[src/rtl/cfgm_pkg.sv]
package cfgm_pkg;
  typedef enum logic [2:0] {
    PH_PWRUP  = 3'd0,
    PH_RESET  = 3'd1,
    PH_CONFIG = 3'd2,
    PH_INIT   = 3'd3,
    PH_USER   = 3'd4,
    PH_FAULT  = 3'd5
  } phase_t;

  localparam int MSEL_W = 5;
  localparam logic [31:0] CTRL_MASK = 32'h0000_03C7;

  localparam int CB_EN     = 0;
  localparam int CB_NCE    = 1;
  localparam int CB_PULL   = 2;
  localparam int CB_DATAEN = 8;

  localparam int SB_DROP = 8;

  localparam int W_STATUS = 0;
  localparam int W_CTRL   = 1;
  localparam int W_XCNT   = 2;
  localparam int W_XDONE  = 3;
endpackage

[src/rtl/cfgm_xclk.sv]
module cfgm_xclk #(
  parameter int XCNT_W = 16
) (
  input  logic              clk,
  input  logic              rst,
  input  logic              load,
  input  logic [XCNT_W-1:0] load_val,
  input  logic              done_clr,
  output logic              xclk,
  output logic              done_q,
  output logic              done_evt,
  output logic [XCNT_W-1:0] cnt
);
  localparam logic [XCNT_W-1:0] ONE = XCNT_W'(1);

  assign done_evt = (cnt == ONE) && !load;

  always_ff @(posedge clk) begin
    if (rst) begin
      cnt    <= '0;
      xclk   <= 1'b0;
      done_q <= 1'b0;
    end else begin
      xclk <= (cnt != '0);
      if (load)
        cnt <= load_val;
      else if (cnt != '0)
        cnt <= cnt - ONE;
      if (done_evt)
        done_q <= 1'b1;
      else if (done_clr)
        done_q <= 1'b0;
    end
  end

  a_r8_idle_no_clock: assert property (@(posedge clk) disable iff (rst)
    (cnt == '0) |=> !xclk);
  a_r8_done_sticky: assert property (@(posedge clk) disable iff (rst)
    (done_q && !done_clr) |=> done_q);
endmodule

[src/rtl/cfgm_phase_fsm.sv]
module cfgm_phase_fsm
  import cfgm_pkg::*;
(
  input  logic   clk,
  input  logic   rst,
  input  logic   pwr_good,
  input  logic   pull_eff,
  input  logic   conf_done,
  input  logic   nstatus,
  input  logic   xdone_evt,
  output phase_t phase_q
);
  always_ff @(posedge clk) begin
    if (rst) begin
      phase_q <= PH_PWRUP;
    end else if (!pwr_good) begin
      phase_q <= PH_PWRUP;
    end else if (pull_eff) begin
      phase_q <= PH_RESET;
    end else begin
      case (phase_q)
        PH_RESET:  phase_q <= PH_CONFIG;
        PH_CONFIG: begin
          if (conf_done && nstatus && xdone_evt)
            phase_q <= PH_INIT;
          else if (!conf_done && !nstatus)
            phase_q <= PH_FAULT;
        end
        PH_INIT:   phase_q <= PH_USER;
        default:   phase_q <= phase_q;
      endcase
    end
  end

  a_r7_power_loss: assert property (@(posedge clk) disable iff (rst)
    !pwr_good |=> (phase_q == PH_PWRUP));
  a_r4_pull_resets: assert property (@(posedge clk) disable iff (rst)
    (pwr_good && pull_eff) |=> (phase_q == PH_RESET));
  a_r5_init_to_user: assert property (@(posedge clk) disable iff (rst)
    (phase_q == PH_INIT && pwr_good && !pull_eff) |=> (phase_q == PH_USER));
  a_r5_init_from_config: assert property (@(posedge clk) disable iff (rst)
    $changed(phase_q) && (phase_q == PH_INIT) |-> ($past(phase_q) == PH_CONFIG));
endmodule

[src/rtl/cfgm_data_gate.sv]
module cfgm_data_gate #(
  parameter int DATA_W = 32
) (
  input  logic              clk,
  input  logic              rst,
  input  logic              dat_wen,
  input  logic [DATA_W-1:0] dat_wdata,
  input  logic              dataen,
  input  logic              err_clr,
  output logic              cfg_vld,
  output logic [DATA_W-1:0] cfg_dat,
  output logic              drop_err
);
  always_ff @(posedge clk) begin
    if (rst) begin
      cfg_vld  <= 1'b0;
      cfg_dat  <= '0;
      drop_err <= 1'b0;
    end else begin
      cfg_vld <= dat_wen && dataen;
      if (dat_wen && dataen)
        cfg_dat <= dat_wdata;
      if (dat_wen && !dataen)
        drop_err <= 1'b1;
      else if (err_clr)
        drop_err <= 1'b0;
    end
  end

  a_r9_drop_silent: assert property (@(posedge clk) disable iff (rst)
    (dat_wen && !dataen) |=> !cfg_vld);
  a_r9_drop_flagged: assert property (@(posedge clk) disable iff (rst)
    (dat_wen && !dataen) |=> drop_err);
  a_r9_err_sticky: assert property (@(posedge clk) disable iff (rst)
    (drop_err && !err_clr) |=> drop_err);
endmodule

[src/rtl/cfgm_regs.sv]
module cfgm_regs
  import cfgm_pkg::*;
#(
  parameter int ADDR_W = 2,
  parameter int XCNT_W = 16
) (
  input  logic              clk,
  input  logic              rst,
  input  logic              reg_wen,
  input  logic              reg_ren,
  input  logic [ADDR_W-1:0] reg_addr,
  input  logic [31:0]       reg_wdata,
  output logic [31:0]       reg_rdata,
  input  logic [MSEL_W-1:0] msel_pins,
  input  logic              pwr_good,
  input  phase_t            phase,
  input  logic              drop_err,
  input  logic [XCNT_W-1:0] xcnt,
  input  logic              xdone,
  output logic [31:0]       ctrl_q,
  output logic              err_clr,
  output logic              xdone_clr,
  output logic              xcnt_load,
  output logic [XCNT_W-1:0] xcnt_val
);
  localparam int PAD_X = 32 - XCNT_W;
  localparam int PAD_S = 32 - 1 - MSEL_W - 3;

  logic [MSEL_W-1:0] msel_q;
  logic [2:0]        phase_rd;
  logic [31:0]       rd_mux;

  wire sel_status = (int'(reg_addr) == W_STATUS);
  wire sel_ctrl   = (int'(reg_addr) == W_CTRL);
  wire sel_xcnt   = (int'(reg_addr) == W_XCNT);
  wire sel_xdone  = (int'(reg_addr) == W_XDONE);

  assign err_clr   = reg_wen && sel_status && reg_wdata[SB_DROP];
  assign xdone_clr = reg_wen && sel_xdone && reg_wdata[0];
  assign xcnt_load = reg_wen && sel_xcnt;
  assign xcnt_val  = reg_wdata[XCNT_W-1:0];
  assign phase_rd  = pwr_good ? phase : PH_PWRUP;

  always_comb begin
    rd_mux = '0;
    if (sel_status)
      rd_mux = {{PAD_S{1'b0}}, drop_err, msel_q, phase_rd};
    else if (sel_ctrl)
      rd_mux = ctrl_q;
    else if (sel_xcnt)
      rd_mux = {{PAD_X{1'b0}}, xcnt};
    else if (sel_xdone)
      rd_mux = {31'd0, xdone};
  end

  always_ff @(posedge clk) begin
    if (rst) begin
      ctrl_q    <= '0;
      msel_q    <= '0;
      reg_rdata <= '0;
    end else begin
      msel_q <= msel_pins;
      if (reg_wen && sel_ctrl)
        ctrl_q <= reg_wdata & CTRL_MASK;
      if (reg_ren)
        reg_rdata <= rd_mux;
    end
  end

  a_r2_reserved_zero: assert property (@(posedge clk) disable iff (rst)
    (ctrl_q & ~CTRL_MASK) == 32'd0);
  a_r12_hold_without_read: assert property (@(posedge clk) disable iff (rst)
    !reg_ren |=> $stable(reg_rdata));
endmodule

[src/rtl/cfgmode_ctrl.sv]
module cfgmode_ctrl
  import cfgm_pkg::*;
#(
  parameter int ADDR_W = 2,
  parameter int DATA_W = 32,
  parameter int XCNT_W = 16
) (
  input  logic              clk,
  input  logic              rst,
  input  logic              reg_wen,
  input  logic              reg_ren,
  input  logic [ADDR_W-1:0] reg_addr,
  input  logic [31:0]       reg_wdata,
  output logic [31:0]       reg_rdata,
  input  logic              dat_wen,
  input  logic [DATA_W-1:0] dat_wdata,
  input  logic [4:0]        msel_pins,
  input  logic              tgt_pwr_good,
  input  logic              tgt_conf_done,
  input  logic              tgt_nstatus,
  output logic              tgt_ncfg,
  output logic              tgt_nce,
  output logic              tgt_xclk,
  output logic              cfg_vld,
  output logic [DATA_W-1:0] cfg_dat
);
  logic [31:0]       ctrl_q;
  logic              err_clr, xdone_clr, xcnt_load;
  logic [XCNT_W-1:0] xcnt_val, xcnt;
  logic              xdone_q, xdone_evt, drop_err;
  logic              pull_eff;
  phase_t            phase_q;

  assign pull_eff = ctrl_q[CB_EN] && ctrl_q[CB_PULL];
  assign tgt_ncfg = !pull_eff;
  assign tgt_nce  = ctrl_q[CB_NCE];

  cfgm_regs #(.ADDR_W(ADDR_W), .XCNT_W(XCNT_W)) u_regs (
    .clk(clk), .rst(rst), .reg_wen(reg_wen), .reg_ren(reg_ren),
    .reg_addr(reg_addr), .reg_wdata(reg_wdata), .reg_rdata(reg_rdata),
    .msel_pins(msel_pins), .pwr_good(tgt_pwr_good), .phase(phase_q),
    .drop_err(drop_err), .xcnt(xcnt), .xdone(xdone_q), .ctrl_q(ctrl_q),
    .err_clr(err_clr), .xdone_clr(xdone_clr), .xcnt_load(xcnt_load),
    .xcnt_val(xcnt_val)
  );

  cfgm_xclk #(.XCNT_W(XCNT_W)) u_xclk (
    .clk(clk), .rst(rst), .load(xcnt_load), .load_val(xcnt_val),
    .done_clr(xdone_clr), .xclk(tgt_xclk), .done_q(xdone_q),
    .done_evt(xdone_evt), .cnt(xcnt)
  );

  cfgm_phase_fsm u_fsm (
    .clk(clk), .rst(rst), .pwr_good(tgt_pwr_good), .pull_eff(pull_eff),
    .conf_done(tgt_conf_done), .nstatus(tgt_nstatus),
    .xdone_evt(xdone_evt), .phase_q(phase_q)
  );

  cfgm_data_gate #(.DATA_W(DATA_W)) u_gate (
    .clk(clk), .rst(rst), .dat_wen(dat_wen), .dat_wdata(dat_wdata),
    .dataen(ctrl_q[CB_DATAEN]), .err_clr(err_clr), .cfg_vld(cfg_vld),
    .cfg_dat(cfg_dat), .drop_err(drop_err)
  );

  a_r3_no_pull_when_disabled: assert property (@(posedge clk) disable iff (rst)
    (tgt_pwr_good && !ctrl_q[CB_EN] && phase_q != PH_RESET) |=> (phase_q != PH_RESET));
endmodule

[config.mk]
export PLATFORM = sky130hd
export DESIGN_NAME = cfgmode_ctrl
export DESIGN_NICKNAME = d
export VERILOG_FILES = /design/src/rtl/cfgm_pkg.sv /design/src/rtl/cfgm_xclk.sv /design/src/rtl/cfgm_phase_fsm.sv /design/src/rtl/cfgm_data_gate.sv /design/src/rtl/cfgm_regs.sv /design/src/rtl/cfgmode_ctrl.sv
export SDC_FILE = /design/constraint.sdc
export NUM_CORES = 1
export LEC_CHECK = 0
export ABC_AREA = 1
export BUFFER_PORTS_ARGS = -buffer_cell sky130_fd_sc_hd__buf_2
export CAP_MARGIN = 20
export CORE_MARGIN = 5
export CORE_UTILIZATION = 40
export CTS_CLUSTER_SIZE = 14
export DETAILED_ROUTE_END_ITERATION = 8
export PLACE_DENSITY_LB_ADDON = 0.08
export SLEW_MARGIN = 0
export SYNTH_ARGS = -nofsm -noshare
export SYNTH_HDL_FRONTEND = slang
export SYNTH_SLANG_ARGS = --single-unit
[constraint.sdc]
create_clock -name clk -period 3.7 [get_ports clk]
set_input_delay 0.37 -clock clk [delete_from_list [all_inputs] [get_ports clk]]
set_output_delay 0.37 -clock clk [all_outputs]
set_load 0.01 [all_outputs]
==> Implementation_results.wiki <==
{| class="wikitable"
! Metric !! Value
|-
| Status || finished, final reports clean
|-
| Worst path buffer plus inverter count || 2
|-
| Cell row count || 35
|-
| Accumulated negative setup slack || 0 ns
|-
| Post-Syn Area per Cell || 7.47 um^2
|-
| Yosys warns || 0
|-
| Reported leakage power || 2.14 nW
|-
| Path type of the worst setup path || reg -> reg
|-
| Hold buffer count at CTS || 0
|-
| Number of violations reported at the end of detailed-routing iteration 0 || 133
|-
| Post-synth EDFFs || 0
|-
| Maximum clock rate || 581 MHz
|-
| Reg2Reg Launch Point || u_xclk.cnt[0]
|-
| # IOs || 147
|-
| Maximum number of pins on one net before global-route repair || 35
|-
| # clock sinks || 83
|-
| Clock transition at the registers of the reported paths || 0.09 ns
|-
| Power Dens Cells || 590 mW/mm^2
|-
| Cells after synthesis || 506
|-
| Clock tree from TritonCTS || done
|-
| Detail Placement HPWL || 7.26 mm
|-
| Beginning of the worst hold path || msel_pins[2]
|-
| Worst setup path startpoint || u_xclk.cnt[0]
|-
| Dominant synthesized flop cell || sky130_fd_sc_hd__dfxtp_1
|-
| Die X || 107 um
|-
| Post-layout total power || 0.00268 W
|-
| Final estimated routing congestion in global placement || 0.852
|-
| Number of global-route vias before repair || 3331
|-
| Area enclosed by the die boundary || 0.0115 mm^2
|-
| Class of the worst hold path || in -> reg
|-
| Share of the clock period used by the worst path || 46.5%
|-
| Count of unique library cells instantiated by Yosys || 41
|-
| Buffer type at the clock tree root || sky130_fd_sc_hd__clkbuf_8
|-
| Synth area leader || sky130_fd_sc_hd__dfxtp_1
|-
| Register-to-register setup slack || 1.98 ns
|-
| Final core area utilization || 49.1%
|-
| Kind of capture point of the worst setup path || flip-flop
|-
| Layout Area Growth over Synthesis || 20.0%
|-
| Routed via count divided by cell count || 4.68
|-
| DRC Markers || 0
|-
| Global-route wire length before repair || 15.8 mm
|-
| Leading cell types by count after synthesis || 96 x sky130_fd_sc_hd__nor2_1, 83 x sky130_fd_sc_hd__dfxtp_1, 67 x sky130_fd_sc_hd__nand2_1, 57 x sky130_fd_sc_hd__o21ai_0, 46 x sky130_fd_sc_hd__inv_1
|-
| Max-cap check violation count || 0
|-
| Fraction of final layout cells sized beyond drive strength 1 || 27.0%
|-
| GRT Residual Overflow || 0
|-
| Filler Cell Count || 998
|-
| Starting utilization of the core area || 40.9%
|-
| Unrepaired setup endpoints after global routing || no
|-
| Pins Over Slew Limit || 0
|-
| Type of origin of the critical path || flip-flop
|-
| Share of async-settable or async-resettable flops after synthesis || 0%
|-
| Via total after detailed routing || 3484
|-
| Core Region || 0.00924 mm^2
|-
| Slew at the pin closest to its max-slew limit || 0.968 ns
|-
| Arrival @ worst endpoint || 2.00 ns
|-
| Wirelength per Cell || 13.2 um
|-
| Share of Yosys cell area claimed by the top area cell type || 44.0%
|-
| Die span in y || 107 um
|-
| Worst path slowest cell || sky130_fd_sc_hd__dfxtp_1
|-
| Antenna violations before repair || 0
|-
| Count of instances resized after the clock tree is built || 0
|-
| Post-CTS repair timing setup buffer count || 0
|-
| Final routed wirelength across all metal layers || 9.79 mm
|-
| Detailed-router iteration count before antenna repair || 4
|-
| Sequential fraction of the synthesis area || 44.0%
|-
| Worst reg2reg path endpoint || u_xclk.cnt[3]
|-
| Cells taking the most area after synthesis || sky130_fd_sc_hd__dfxtp_1 44%, sky130_fd_sc_hd__nor2_1 9.5%, sky130_fd_sc_hd__o21ai_0 7.5%
|-
| Worst skew pair latency || 0.34 ns
|-
| Final Hold Fails || 0
|-
| Most frequent CP cell || sky130_fd_sc_hd__nand2_2
|-
| Crit path depth || 9
|-
| Flops & latches, synth || 83
|-
| Max-slew headroom || 35.4%
|-
| Final critical-path required period || 1.72 ns
|-
| Clock Skew || 0.00858 ns
|-
| Number of nets with antenna violations after detailed routing || 0
|-
| Cell Area, Placed || 0.00436 mm^2
|-
| Final nets || 691
|-
| Count of buffers from port buffering || 114
|-
| Maximum clock insertion buffer count || 2
|-
| Inserted Clock Buffers || 9
|-
| Series of cell instances along the critical path || inv_1 -> ha_1 -> nand2_1 -> nor2_4 -> nand2_2 -> nand2_2 -> inv_2 -> o21ai_0 -> a21oi_1
|-
| Max rail drop VDD || 0.388 mV
|-
| Final std cell area, no fill || 0.00454 mm^2
|-
| Capturing element of the worst setup path || u_xclk.cnt[3]
|-
| Post-synthesis instance area || 0.00378 mm^2
|-
| Highest fanout seen on the critical path || 6
|-
| Count of inserted antenna diode cells || 0
|-
| Most frequent cell after synthesis || sky130_fd_sc_hd__nor2_1
|-
| Worst R2R Path Depth || 9
|-
| Total global routing track utilization || 17.1%
|-
| Endpoints failing setup || 0
|-
| Critical Path Max Stage Delay || 0.42 ns
|-
| Count of H-tree levels built during CTS || 3
|-
| Crit path max-delay family || simple AND/OR/NAND/NOR gates
|-
| CP required || 3.98 ns
|}
## where the power goes
group	switching [W]	internal (W)	total, W
Sequential	0.000114	0.00101	0.00112
Combinational	0.000592	0.000368	0.000960
Clock	0.000349	0.000250	0.000599
Total	0.00106	0.00162	0.00268
## cell usage in the layout (no fill, tap or decap), drive strengths merged, types with 2 or more instances in the layout
master and n:
buf 116, nor2 112, dfxtp 83, nand2 74, o21ai 62, inv 51, a21oi 30, nand3 17
conb 16, clkbuf 10, a31oi 6, o221ai 4, xor2 4, nor3 4, clkinv 4, o22ai 3
clkinvlp 3, nand4 3, a41oi 2, or2 2, ha 2
## flip-flops by register name, indices dropped and copies added (netlist names)
name,flops
u_gate.cfg_vld,1
u_xclk.cnt,16
u_regs.msel_q,5
u_regs.reg_rdata,16
u_regs.ctrl_q,7
u_xclk.done_q,1
u_gate.drop_err,1
u_xclk.xclk,1
u_gate.cfg_dat,32
u_fsm.phase_q,3
## cell type report
type	count	area, um^2	share of cell area [%]
Clock inverter	6	48.8	1.08
Timing Repair Buffer	116	586	12.9
Sequential cell	83	1660	36.6
Tap cell	129	161	3.56
Clock buffer	10	128	2.81
Inverter	52	196	4.33
Multi-Input combinational cell	348	1750	38.7
## layer usage
layer  routed length (um)  track usage [%]
met3                  502             4.15
met1                 4550             22.1
met4                  108             4.47
met5                    0                0
met2                 4630             28.6
## per-stage QoR
step | worst slack, ns | instances | hold WS, ns
3_3_place_gp | 1.62 | 728 | 0.437
2_1_floorplan | 2.27 | 521 | 0.425
3_5_place_dp | 1.57 | 728 | 0.443
4_1_cts | 1.95 | 744 | 0.210
6_report | 1.98 | 744 | 0.221
5_1_grt | 1.79 | 744 | 0.198
## tightest hold or removal path: stages
cell and delay, ns:
sky130_fd_sc_hd__buf_2 0.07, sky130_fd_sc_hd__inv_1 0.03, sky130_fd_sc_hd__nor2_1 0.06
## kinds of logic (layout without fill, tap and decap cells)
kind of cell	after synthesis	in the layout	share of synthesized area [%]
flip-flops	83	83	44.0
XOR/XNOR	5	5	1.16
AO/OA/AOI/OAI	110	110	15.8
adder cells (fa/ha/maj)	2	2	0.662
other	1	16	0.0992
buffers and inverters	90	184	11.1
AND/OR/NAND/NOR	215	215	27.2
## worst min path at each step
stage                             to  slack [ns]  cells past startpoint
finish              u_regs.msel_q[2]        0.22                      3
CTS                 u_regs.msel_q[1]        0.21                      3
floorplan           u_regs.ctrl_q[9]        0.42                      2
global route        u_regs.msel_q[0]        0.20                      3
detailed placement  u_regs.ctrl_q[9]        0.44                      2
global placement    u_regs.ctrl_q[9]        0.44                      2
(Power assumes the default switching activity.)
